`src/rtl/revrx_pkg.sv`:
```
package revrx_pkg;

    typedef enum logic [2:0] {
        ST_IDLE,
        ST_IRQ,
        ST_REQ_LO,
        ST_TAKE_LO,
        ST_REQ_HI,
        ST_TAKE_HI
    } rx_state_e;

    typedef struct packed {
        rx_state_e st;
        logic      hreq_n;
        logic      hstb_n;
        logic      oe;
        logic      ack_prev;
        logic      err;
    } rx_regs_t;

endpackage

```
`src/rtl/revrx_watchdog.sv`:
```
module revrx_watchdog #(
    parameter int LIMIT = 4096
) (
    input  logic clk,
    input  logic rst_n,
    input  logic arm,
    input  logic strobe_n,
    output logic expire
);
    localparam int CW = $clog2(LIMIT + 1);

    logic [CW-1:0] cnt_d, cnt_q;
    logic          prev_q;
    logic          changed;

    always_comb begin
        changed = (strobe_n != prev_q);
        expire  = arm && (cnt_q == CW'(LIMIT));
        cnt_d   = (arm && !changed && !expire) ? cnt_q + 1'b1 : '0;
    end

    always_ff @(posedge clk or negedge rst_n) begin
        if (!rst_n) begin
            cnt_q  <= '0;
            prev_q <= 1'b1;
        end else begin
            cnt_q  <= cnt_d;
            prev_q <= strobe_n;
        end
    end
endmodule

```
`src/rtl/revrx_assemble.sv`:
```
module revrx_assemble #(
    parameter int NIB_W = 4
) (
    input  logic               clk,
    input  logic               rst_n,
    input  logic               cap_lo,
    input  logic               cap_hi,
    input  logic               cap_all,
    input  logic [NIB_W-1:0]   nib_i,
    input  logic [2*NIB_W-1:0] bus_i,
    input  logic               deliver,
    input  logic               ready,
    output logic               valid,
    output logic [2*NIB_W-1:0] data
);
    logic [2*NIB_W-1:0] data_d, data_q;
    logic               valid_d, valid_q;

    always_comb begin
        data_d  = data_q;
        valid_d = valid_q;
        if (cap_all) data_d = bus_i;
        if (cap_lo)  data_d[NIB_W-1:0] = nib_i;
        if (cap_hi)  data_d[2*NIB_W-1:NIB_W] = nib_i;
        if (valid_q && ready) valid_d = 1'b0;
        if (deliver) valid_d = 1'b1;
    end

    always_ff @(posedge clk or negedge rst_n) begin
        if (!rst_n) begin
            data_q  <= '0;
            valid_q <= 1'b0;
        end else begin
            data_q  <= data_d;
            valid_q <= valid_d;
        end
    end

    assign valid = valid_q;
    assign data  = data_q;
endmodule

```
`src/rtl/revrx.sv`:
```
module revrx
    import revrx_pkg::*;
#(
    parameter int NIB_W    = 4,
    parameter int WD_LIMIT = 4096
) (
    input  logic               clk,
    input  logic               rst_n,
    input  logic               mode_byte_i,
    input  logic               pstb_n_i,
    input  logic               pavail_n_i,
    input  logic               pconf_n_i,
    input  logic [NIB_W-1:0]   stat_i,
    input  logic [2*NIB_W-1:0] bus_i,
    output logic               hreq_n_o,
    output logic               hstb_n_o,
    output logic               bus_oe_o,
    output logic               out_valid_o,
    input  logic               out_ready_i,
    output logic [2*NIB_W-1:0] out_data_o,
    output logic               wd_err_o
);
    localparam int BYTE_W = 2 * NIB_W;

    rx_regs_t  r_d, r_q;
    rx_state_e cur_st;
    logic      cap_lo, cap_hi, cap_all, deliver;
    logic      wd_arm, wd_expire;
    logic      out_valid;
    logic [BYTE_W-1:0] out_data;

    assign wd_arm = ((r_q.st == ST_REQ_LO) && !r_q.hreq_n) ||
                    (r_q.st == ST_TAKE_LO) || (r_q.st == ST_REQ_HI) ||
                    (r_q.st == ST_TAKE_HI);

    revrx_watchdog #(.LIMIT(WD_LIMIT)) i_wdog (
        .clk      (clk),
        .rst_n    (rst_n),
        .arm      (wd_arm),
        .strobe_n (pstb_n_i),
        .expire   (wd_expire)
    );

    revrx_assemble #(.NIB_W(NIB_W)) i_asm (
        .clk     (clk),
        .rst_n   (rst_n),
        .cap_lo  (cap_lo),
        .cap_hi  (cap_hi),
        .cap_all (cap_all),
        .nib_i   (stat_i),
        .bus_i   (bus_i),
        .deliver (deliver),
        .ready   (out_ready_i),
        .valid   (out_valid),
        .data    (out_data)
    );

    always_comb begin
        r_d          = r_q;
        r_d.ack_prev = pstb_n_i;
        r_d.err      = 1'b0;
        cap_lo       = 1'b0;
        cap_hi       = 1'b0;
        cap_all      = 1'b0;
        deliver      = 1'b0;
        case (r_q.st)
            ST_IDLE: begin
                r_d.hreq_n = 1'b0;
                r_d.hstb_n = 1'b1;
                r_d.oe     = 1'b1;
                // interrupt: available low while the peripheral strobe rises
                if (!r_q.ack_prev && pstb_n_i && !pavail_n_i) begin
                    r_d.st     = ST_IRQ;
                    r_d.hreq_n = 1'b1;
                end
            end
            ST_IRQ: begin
                if (!pconf_n_i) begin
                    r_d.st = ST_REQ_LO;
                    r_d.oe = !mode_byte_i;
                end
            end
            ST_REQ_LO: begin
                // hold the request back while the last byte waits for ready
                r_d.hreq_n = out_valid;
                if (!r_q.hreq_n && !pstb_n_i) begin
                    cap_lo     = !mode_byte_i;
                    cap_all    = mode_byte_i;
                    r_d.hreq_n = 1'b1;
                    r_d.hstb_n = 1'b0;
                    r_d.st     = ST_TAKE_LO;
                end
            end
            ST_TAKE_LO: begin
                if (pstb_n_i) begin
                    r_d.hstb_n = 1'b1;
                    r_d.hreq_n = 1'b0;
                    if (mode_byte_i) begin
                        deliver = 1'b1;
                        r_d.oe  = 1'b1;
                        r_d.st  = ST_IDLE;
                    end else begin
                        r_d.st  = ST_REQ_HI;
                    end
                end
            end
            ST_REQ_HI: begin
                if (!r_q.hreq_n && !pstb_n_i) begin
                    cap_hi     = 1'b1;
                    r_d.hreq_n = 1'b1;
                    r_d.hstb_n = 1'b0;
                    r_d.st     = ST_TAKE_HI;
                end
            end
            ST_TAKE_HI: begin
                if (pstb_n_i) begin
                    deliver    = 1'b1;
                    r_d.hstb_n = 1'b1;
                    r_d.hreq_n = 1'b0;
                    r_d.st     = ST_IDLE;
                end
            end
            default: r_d.st = ST_IDLE;
        endcase
        if (wd_expire) begin
            r_d.st     = ST_IDLE;
            r_d.hreq_n = 1'b0;
            r_d.hstb_n = 1'b1;
            r_d.oe     = 1'b1;
            r_d.err    = 1'b1;
            cap_lo     = 1'b0;
            cap_hi     = 1'b0;
            cap_all    = 1'b0;
            deliver    = 1'b0;
        end
    end

    always_ff @(posedge clk or negedge rst_n) begin
        if (!rst_n) begin
            r_q.st       <= ST_IDLE;
            r_q.hreq_n   <= 1'b0;
            r_q.hstb_n   <= 1'b1;
            r_q.oe       <= 1'b1;
            r_q.ack_prev <= 1'b1;
            r_q.err      <= 1'b0;
        end else begin
            r_q <= r_d;
        end
    end

    assign cur_st      = r_q.st;
    assign hreq_n_o    = r_q.hreq_n;
    assign hstb_n_o    = r_q.hstb_n;
    assign bus_oe_o    = r_q.oe;
    assign wd_err_o    = r_q.err;
    assign out_valid_o = out_valid;
    assign out_data_o  = out_data;
endmodule

```
`config.mk`:
```
export PLATFORM = sky130hd
export DESIGN_NAME = revrx
export DESIGN_NICKNAME = d
export VERILOG_FILES = /design/src/rtl/revrx_pkg.sv /design/src/rtl/revrx_watchdog.sv /design/src/rtl/revrx_assemble.sv /design/src/rtl/revrx.sv
export SDC_FILE = /design/constraint.sdc
export NUM_CORES = 1
export LEC_CHECK = 0
export BUFFER_PORTS_ARGS = -buffer_cell sky130_fd_sc_hd__buf_2
export CORE_MARGIN = 5
export CORE_UTILIZATION = 45
export DETAILED_ROUTE_END_ITERATION = 10
export HOLD_SLACK_MARGIN = 0.15
export MAX_ROUTING_LAYER = met4
export PLACE_DENSITY = 0.76
export SKIP_LAST_GASP = 1
export SYNTH_ARGS = -nofsm -noshare
export SYNTH_HDL_FRONTEND = slang
export SYNTH_SLANG_ARGS = --single-unit
```
`constraint.sdc`:
```
create_clock -name clk -period 2.1 [get_ports clk]
set_input_delay 0.21 -clock clk [delete_from_list [all_inputs] [get_ports clk]]
set_output_delay 0.21 -clock clk [all_outputs]
set_load 0.01 [all_outputs]
```
==> metrics.yaml, run 1 <==
setup.worst_path.start_class: "register"
antenna_found_initial: 0
drcViolationCount: 0
drt-initial-drc-count: 124
cts_tree: "done"
grt_first_pass_wirelength_microns: 6480
post_synth_xor_area_fraction_pct: 5.37
final_nets: 235
synth.area.mux_share_pct: 2.46
synth_top_cells_by_area: "sky130_fd_sc_hd__dfrtp_1 (41%), sky130_fd_sc_hd__dfstp_2 (4.8%), sky130_fd_sc_hd__a21oi_1 (4.6%)"
drt-vias-per-instance: 5.41
htreeDepth: 2
grtUsageTotal_pct: 16.9
yosysTopAreaCell: "sky130_fd_sc_hd__dfrtp_1"
ys.warnings.count: 0
synth_area_sq_um: 1630
final-max-slew-violation-count: 0
dp.final_hpwl_microns: 2600
die_area_sq_um: 4930
vdd_ir_drop_max_mv: 0.490
grt_setup_unrepaired: "false"
worst-slew-pin-transition_ns: 0.637
cts-buffers-inserted: 5
worst_setup_path_end_kind: "register"
ant_nets: 0
worst_hold_path_type: "primary input to register"
critical_path_peak_fanout: 5
synth-edff-count: 0
filler_cell_count: 315
synth_seq_area_share_pct: 46.3
synth_compound_area_share_pct: 17.8
finish.cell_count_without_fillers: 259
commonest_cells_post_synth: "sky130_fd_sc_hd__dfrtp_1 (27), sky130_fd_sc_hd__nor2_1 (18), sky130_fd_sc_hd__a21oi_1 (15), sky130_fd_sc_hd__inv_1 (8), sky130_fd_sc_hd__nand2_1 (7)"
grt_start_max_net_pins: 31
dp.cells: 245
power_density_nw_per_um2: 1040
clkTransAtPathRegs_ns: 0.09
finalCritPeriodShare_pct: 89.5
period_minus_slack_ns: 1.88
synth.most_common_cell: "sky130_fd_sc_hd__dfrtp_1"
clock-root-buffer: "sky130_fd_sc_hd__clkbuf_4"
ios: 32
die-height_microns: 70.2
fmax_mhz: 532
core.rowCount: 21
ctsLongestPathBuffers: 2
clock_latency_ns: 0.34
syn-mean-instance-area_sq_um: 9.65
setup_viol: 0
largest_family_of_logic_cells_by_synthesized_area: "simple AND/OR/NAND/NOR gates"
status: "finished, final reports clean"
vias_in_the_first_global_route: 1423
clock_skew_ns: 0.00885
setup_tns_final_ns: 0
grt_remaining_overflow: 0
hold_violations: 0
cts_num_sinks: 30
syn_inst: 169
start_util_pct: 47.7
fraction_of_final_layout_cells_with_drive_strength_greater_than_1_pct: 23.5
layout-area-overhead-vs-synth_pct: 21.1
synthAdderAreaFrac_pct: 2.30
synth_fp_nets: 191
static-leakage-power_nw: 0.856
firstDrtPassIters: 4
insertedDiodeCount: 0
wl_microns: 3590
critPathKind: "register to register"
core_sq_um: 3420
cap_violations: 0
timing.max_slew.rel_slack_pct: 57.5
ys_dominant_reg_cell: "sky130_fd_sc_hd__dfrtp_1"
fp.dieW_microns: 70.2
area_fraction_in_and_or_nand_and_nor_cells_after_synthesis_pct: 22.0
critical_path_arrival_ns: 2.11
io_buffers: 31
routabilityCongestion: 0.827
async_reset_ff_share_pct: 100
drt-wirelength-per-cell_microns: 13.8
yosys.cell_types.count: 44
ys_seq_elements: 30
num_vias: 1400
cp.required_ns: 2.33
post_synth_top_area_share_pct: 41.4
## cells in the final DEF (no fill, tap or decap), types with 6 or more instances in the layout
cell,instances
sky130_fd_sc_hd__buf_4,6
sky130_fd_sc_hd__nor2b_1,6
sky130_fd_sc_hd__dfrtp_1,27
sky130_fd_sc_hd__nand3_1,6
sky130_fd_sc_hd__buf_2,31
sky130_fd_sc_hd__nand2_1,7
sky130_fd_sc_hd__a21oi_1,15
sky130_fd_sc_hd__inv_1,8
sky130_fd_sc_hd__nor2_1,18
sky130_fd_sc_hd__dlygate4sd3_1,7
## per-stage QoR
step | utilization (%) | instance area, sq um | hold WS, ns | total power [mW] | setup slack, ns
6_report | 57.8 | 1970 | 0.182 | 2.05 | 0.221
5_1_grt | 57.8 | 1970 | 0.181 | 2.23 | 0.0520
4_1_cts | 57.8 | 1970 | 0.172 | 2.08 | 0.174
3_5_place_dp | 54.4 | 1860 | 0.276 | 1.75 | 0.190
3_3_place_gp | 54.4 | 1860 | 0.263 | 1.73 | 0.311
2_1_floorplan | - | 1630 | -0.0856 | 1.45 | 0.364
## flip-flops by register name, indices dropped and copies added, names as in the netlist
register,count
wd_err_o,1
i_asm.valid,1
bus_oe_o,1
i_asm.data,8
cur_st,3
i_wdog.cnt_q,13
i_wdog.prev_q,1
hreq_n_o,1
hstb_n_o,1
## metal layers
metal / GRT usage [%] / part of all wire (%)
met5: - / 0
met4: 6.38 / 1.8
met3: 5.74 / 4.7
met2: 27.5 / 51
met1: 19.2 / 43
## power breakdown
| part | switching (mW) | internal, mW |
|---|---|---|
| Combinational | 0.477 | 0.412 |
| Clock | 0.196 | 0.120 |
| Sequential | 0.111 | 0.739 |
## worst max-delay path, stage by stage (launching register included)
cell and delay, ns:
sky130_fd_sc_hd__dfrtp_1 0.41, sky130_fd_sc_hd__inv_1 0.06, sky130_fd_sc_hd__ha_1 0.19, sky130_fd_sc_hd__and4bb_1 0.22, sky130_fd_sc_hd__nand3_1 0.12, sky130_fd_sc_hd__or3b_4 0.41
sky130_fd_sc_hd__a221o_1 0.36
## final timing paths
| kind | from | to | slack [ns] | cells past startpoint |
|---|---|---|---|---|
| max | i_wdog.cnt_q[0] | i_asm.data[7] | 0.22 | 6 |
| min | stat_i[1] | i_asm.data[5] | 0.18 | 3 |
| max reg2reg | i_wdog.cnt_q[0] | i_asm.data[7] | 0.22 | 6 |
| min reg2reg | i_wdog.cnt_q[0] | i_wdog.cnt_q[0] | 0.51 | 1 |
| max in group asynchronous | rst_n | i_wdog.cnt_q[8] | 1.25 | 2 |
| min in group asynchronous | rst_n | cur_st[0] | 0.42 | 2 |
## logic make-up after synthesis
logic type | after synthesis
AOI/OAI and AO/OA | 42
xor gates and xnor gates | 10
adders and majority gates | 3
buffers and inverters | 15
DFF | 30
muxes | 4
and+or+nand+nor | 65
## layout make-up
cell class / instances / area (sq um) / share of cell area (%)
Clock buffer: 5 / 37.5 / 1.90
Clock inverter: 2 / 10.0 / 0.507
Inverter: 8 / 30.0 / 1.52
Multi-Input combinational cell: 124 / 815 / 41.3
Sequential cell: 30 / 754 / 38.2
Tap cell: 46 / 57.6 / 2.92
Timing Repair Buffer: 44 / 270 / 13.7
## timing repair
action | 4_1_cts | 5_1_grt
endpoints found under the setup margin | 0 | 0
hold buffers | 7 | 0
gates resized for setup | 0 | 0
setup buffers | 0 | 0
endpoints found under the hold margin | 33 | 0
No activity file was read; power rests on OpenSTA's default activity.
==> inputs of run 2 (changes only) <==
Clock period 2.1 ns to 1.91 ns, I/O delays scaled along.
==> metrics.yaml, run 2 (same netlist as run 1, synthesis figures left out) <==
grt_setup_unrepaired: "false"
grt_start_max_net_pins: 31
reg2reg_slack_ns: 0.07
cap_violations: 0
ctsLongestPathBuffers: 2
critical_path.cell_chain: "inv_1 > ha_1 > and4bb_1 > nand3_2 > or3b_4 > a221o_1"
finalCritPeriodShare_pct: 96.6
slowest_stage: "sky130_fd_sc_hd__or3b_4"
firstDrtPassIters: 5
vias_in_the_first_global_route: 1430
crit-reg2reg-capture: "i_asm.data[7]"
routabilityCongestion: 0.813
wl_microns: 4110
worst_hold_path_type: "primary input to register"
drt-vias-per-instance: 5.43
worst_setup_path_end_kind: "register"
number_of_flip_flops_in_the_largest_register: 13
cts_num_sinks: 30
grt_remaining_overflow: 0
layout-area-overhead-vs-synth_pct: 28.7
fp.dieW_microns: 70.2
hold_violations: 0
endpoint_of_the_worst_hold_path: "i_asm.data[2]"
period_minus_slack_ns: 1.84
cts-buffers-inserted: 5
insertedDiodeCount: 0
setup_ws_ns: 0.0658
fmax_mhz: 542
core.rowCount: 21
fin_worst_hold_slack_ns: 0.162
die-height_microns: 70.2
antenna_found_initial: 0
die_area_sq_um: 4930
cell_area_after_placement_sq_um: 1920
setup_viol: 0
critical_path_arrival_ns: 2.05
ant_nets: 0
filler_cell_count: 305
final_nets: 243
worst_path_largest_cell_delay_ns: 0.41
num_vias: 1454
ios: 32
fraction_of_final_layout_cells_with_drive_strength_greater_than_1_pct: 27.5
clkTransAtPathRegs_ns: 0.10
drt-wirelength-per-cell_microns: 15.3
final_common_cell: "sky130_fd_sc_hd__buf_2"
timing.rr.start: "i_wdog.cnt_q[1]"
vdd_ir_drop_max_mv: 0.482
start_util_pct: 47.7
final-max-slew-violation-count: 0
timing.max_slew.rel_slack_pct: 55.2
layout_common_cells: "sky130_fd_sc_hd__buf_2 (31), sky130_fd_sc_hd__dfrtp_1 (27), sky130_fd_sc_hd__nor2_1 (17), sky130_fd_sc_hd__a21oi_1 (15), sky130_fd_sc_hd__buf_4 (13)"
static-leakage-power_nw: 0.918
final_cell_area_sq_um: 2100
io_buffers: 31
setup.worst_path.start_class: "register"
critical_path_peak_fanout: 4
core_sq_um: 3420
cts_tree: "done"
drcViolationCount: 0
hold_start: "bus_i[2]"
setup_tns_final_ns: 0
critPathKind: "register to register"
detailedPlace.worstSlack_ns: 0.103
drt-initial-drc-count: 203
dp.final_hpwl_microns: 2750
status: "finished, final reports clean"
design_power_total_mw: 2.54
clock_skew_ns: 0.0110
clock-root-buffer: "sky130_fd_sc_hd__clkbuf_4"
htreeDepth: 2
cp.required_ns: 2.12
holdPathStages: 3
power_density_nw_per_um2: 1210
worst-slew-pin-transition_ns: 0.671
largest_register: "i_wdog.cnt_q"
worst-r2r-cell-count: 6
grt_first_pass_wirelength_microns: 6920
grtUsageTotal_pct: 18.4
clock_latency_ns: 0.34
run 2: layer usage:
layer	up-vias	part of all wire, %	track usage [%]
met5	-	0	-
met4	0	1.2	8.94
met3	4	4.9	3.87
met2	34	50	29.3
met1	698	44	22.2
li1	718	-	-
run 2: area by class of cell:
type	count	area (sq um)	share of cell area, %
Sequential cell	30	754	36.0
Clock inverter	1	30.0	1.43
Timing Repair Buffer	52	343	16.3
Tap cell	46	57.6	2.74
Multi-Input combinational cell	124	828	39.5
Clock buffer	7	55.1	2.62
Inverter	8	30.0	1.43
run 2: repair_timing:
| item | 4_1_cts | 5_1_grt |
|---|---|---|
| endpoints found under the setup margin | 0 | 5 |
| buffers inserted | 0 | 1 |
| endpoints found under the hold margin | 33 | 0 |
| hold buffers | 7 | 0 |
| gates resized for setup | 0 | 3 |
run 2: power breakdown:
part	switching (mW)	leakage (nW)	internal (mW)	total, mW
clock network	0.223	0.0455	0.312	0.535
logic	0.576	0.488	0.508	1.08
registers	0.106	0.384	0.812	0.918
run 2: worst max path at each step:
| stage | startpoint | end | slack [ns] |
|---|---|---|---|
| floorplan | i_wdog.cnt_q[0] | i_asm.data[4] | 0.17 |
| global placement | i_wdog.cnt_q[1] | i_asm.data[6] | 0.16 |
| detailed placement | i_wdog.cnt_q[1] | i_asm.data[7] | 0.10 |
| CTS | i_wdog.cnt_q[1] | i_asm.data[6] | 0.06 |
| global route | i_wdog.cnt_q[1] | i_asm.data[7] | 0.005 |
| finish | i_wdog.cnt_q[1] | i_asm.data[7] | 0.07 |
run 2: metrics by stage:
stage | util, % | std cells
finish | 61.4 | 268
global route | 61.4 | 268
CTS | 60.8 | 267
detailed placement | 56.3 | 252
global placement | 56.3 | 252
floorplan | - | 169
run 2: critical path, delay by kind of cell, from the launching register on:
kind / cells / cell delay [ns]
adders and majority gates: 1 / 0.17
AOI/OAI and AO/OA: 1 / 0.36
buffers and inverters: 1 / 0.06
DFF: 1 / 0.40
and+or+nand+nor: 3 / 0.72
==> inputs of run 3 (changes only) <==
Settings changed: PLACE_DENSITY 0.76 to 0.79.
Clock period 1.91 ns to 1.6 ns, I/O delays scaled along.
==> metrics.yaml, run 3 (same netlist as run 1, synthesis figures left out) <==
final_common_cell: "sky130_fd_sc_hd__buf_2"
critical_path_peak_fanout: 4
htreeDepth: 2
status: "finished with violations"
ant_nets: 0
finish.cell_count_without_fillers: 296
clock_latency_ns: 0.35
setup.worst_path.start_class: "register"
grt_start_max_net_pins: 31
dp.cells: 268
die-height_microns: 70.2
start_util_pct: 47.7
vias_in_the_first_global_route: 1694
firstDrtPassIters: 4
wl_met1_microns: 1970
cap_violations: 0
antenna_found_initial: 2
number_of_flip_flops_in_the_largest_register: 13
drt-vias-per-instance: 5.75
wl_microns: 5230
cts_num_sinks: 30
failed_checks: "setup timing"
layout-area-overhead-vs-synth_pct: 44.2
critical_path_arrival_ns: 2.00
met3WireLength_microns: 293
ios: 32
fraction_of_final_layout_cells_with_drive_strength_greater_than_1_pct: 36.4
worst_setup_path_end_kind: "register"
fp.dieW_microns: 70.2
core_sq_um: 3420
fmax_mhz: 566
hold_violations: 0
clock-root-buffer: "sky130_fd_sc_hd__clkbuf_4"
cts-buffers-inserted: 5
grtUsageTotal_pct: 20.8
grt_first_pass_wirelength_microns: 7770
worst-slew-pin-transition_ns: 0.661
core.rowCount: 21
drt-initial-drc-count: 206
finalCritPeriodShare_pct: 110
grt_setup_unrepaired: "true"
final-max-slew-violation-count: 0
cp.required_ns: 1.84
clock_skew_ns: 0.00522
design_power_total_mw: 3.14
ctsLongestPathBuffers: 2
top_layer: "met4"
io_buffers: 31
vdd_ir_drop_max_mv: 0.554
die_area_sq_um: 4930
largest_register: "i_wdog.cnt_q"
met2_wirelength_microns: 2700
static-leakage-power_nw: 1.04
final_nets: 268
final_core_utilization_pct: 68.8
period_minus_slack_ns: 1.77
timing.max_slew.rel_slack_pct: 55.9
power_density_nw_per_um2: 1340
drcViolationCount: 0
cts_tree: "done"
drt-wirelength-per-cell_microns: 17.7
layout_common_cells: "sky130_fd_sc_hd__buf_2 (31), sky130_fd_sc_hd__dfrtp_1 (27), sky130_fd_sc_hd__buf_4 (27), sky130_fd_sc_hd__dlygate4sd3_1 (16), sky130_fd_sc_hd__nor2_1 (15)"
clkTransAtPathRegs_ns: 0.09
routabilityCongestion: 0.851
final_cell_area_sq_um: 2350
critPathKind: "register to register"
num_vias: 1701
cell_area_after_placement_sq_um: 2040
grt_remaining_overflow: 0
setup_viol: 11
worst_hold_path_type: "primary input to register"
dp.final_hpwl_microns: 2840
setup_ws_ns: -0.166
[run 3: cell types whose count changed in the layout (fill, tap and decap cells not counted), moves of 2 or more]
cell                            before  now
sky130_fd_sc_hd__buf_4              13   27
sky130_fd_sc_hd__dlygate4sd3_1       7   16
sky130_fd_sc_hd__a21oi_1            15   10
sky130_fd_sc_hd__a21oi_2             0    5
sky130_fd_sc_hd__diode_2             0    3
sky130_fd_sc_hd__buf_6               0    2
sky130_fd_sc_hd__nor2_1             17   15
sky130_fd_sc_hd__nor2_2              1    3
[run 3: timing repair]
item,CTS,global route
endpoints found under the setup margin,28,29
setup buffers,0,1
hold endpoints to repair,36,0
pin swaps,2,2
cloned,0,0
hold buffers,16,0
gates resized for setup,4,15
[run 3: area by class of cell]
cell class	count	area, sq um
Timing Repair Buffer	77	561
Fill cell	250	1060
Clock buffer	7	55.1
Sequential cell	30	754
Inverter	8	30.0
Tap cell	46	57.6
Antenna cell	3	7.51
Clock inverter	1	5.00
Multi-Input combinational cell	124	881
[run 3: path summary, 6_finish.rpt]
check / start / end / slack, ns / cells past startpoint
max: i_wdog.cnt_q[1] / i_asm.data[6] / -0.17 / 6
min: bus_i[0] / i_asm.data[0] / 0.19 / 3
max reg2reg: i_wdog.cnt_q[1] / i_asm.data[6] / -0.17 / 6
min reg2reg: i_asm.data[5] / i_asm.data[5] / 0.52 / 1
max in group asynchronous: rst_n / i_asm.data[2] / 0.80 / 2
min in group asynchronous: rst_n / wd_err_o / 0.36 / 2
[run 3: where the power goes]
group          total, mW  leakage, nW  switching (mW)  internal [mW]
logic               1.54        0.617           0.812          0.730
registers           1.11        0.384           0.137          0.970
clock network      0.494       0.0353           0.282          0.213
[run 3: worst max-delay path, stage by stage, from the launching register on]
cell and delay (ns):
sky130_fd_sc_hd__dfrtp_1 0.35, sky130_fd_sc_hd__inv_1 0.05, sky130_fd_sc_hd__ha_2 0.17, sky130_fd_sc_hd__and4bb_1 0.22, sky130_fd_sc_hd__nand3_2 0.11, sky130_fd_sc_hd__or3b_4 0.42
sky130_fd_sc_hd__a221o_1 0.33
[run 3: metal layers]
| layer | vias to the layer above | track usage (%) |
|---|---|---|
| li1 | 772 | - |
| met1 | 814 | 23.3 |
| met2 | 82 | 31.9 |
| met3 | 33 | 4.88 |
| met4 | 0 | 16.2 |
| met5 | - | - |
[run 3: stage by stage]
stage	setup TNS (ns)	worst slack (ns)	hold WS, ns
2_1_floorplan	-0.271	-0.0677	-0.136
5_1_grt	-3.12	-0.230	0.198
6_report	-0.710	-0.166	0.185
4_1_cts	-0.327	-0.0832	0.168
3_5_place_dp	-1.70	-0.110	0.224
3_3_place_gp	-0.717	-0.0627	0.220
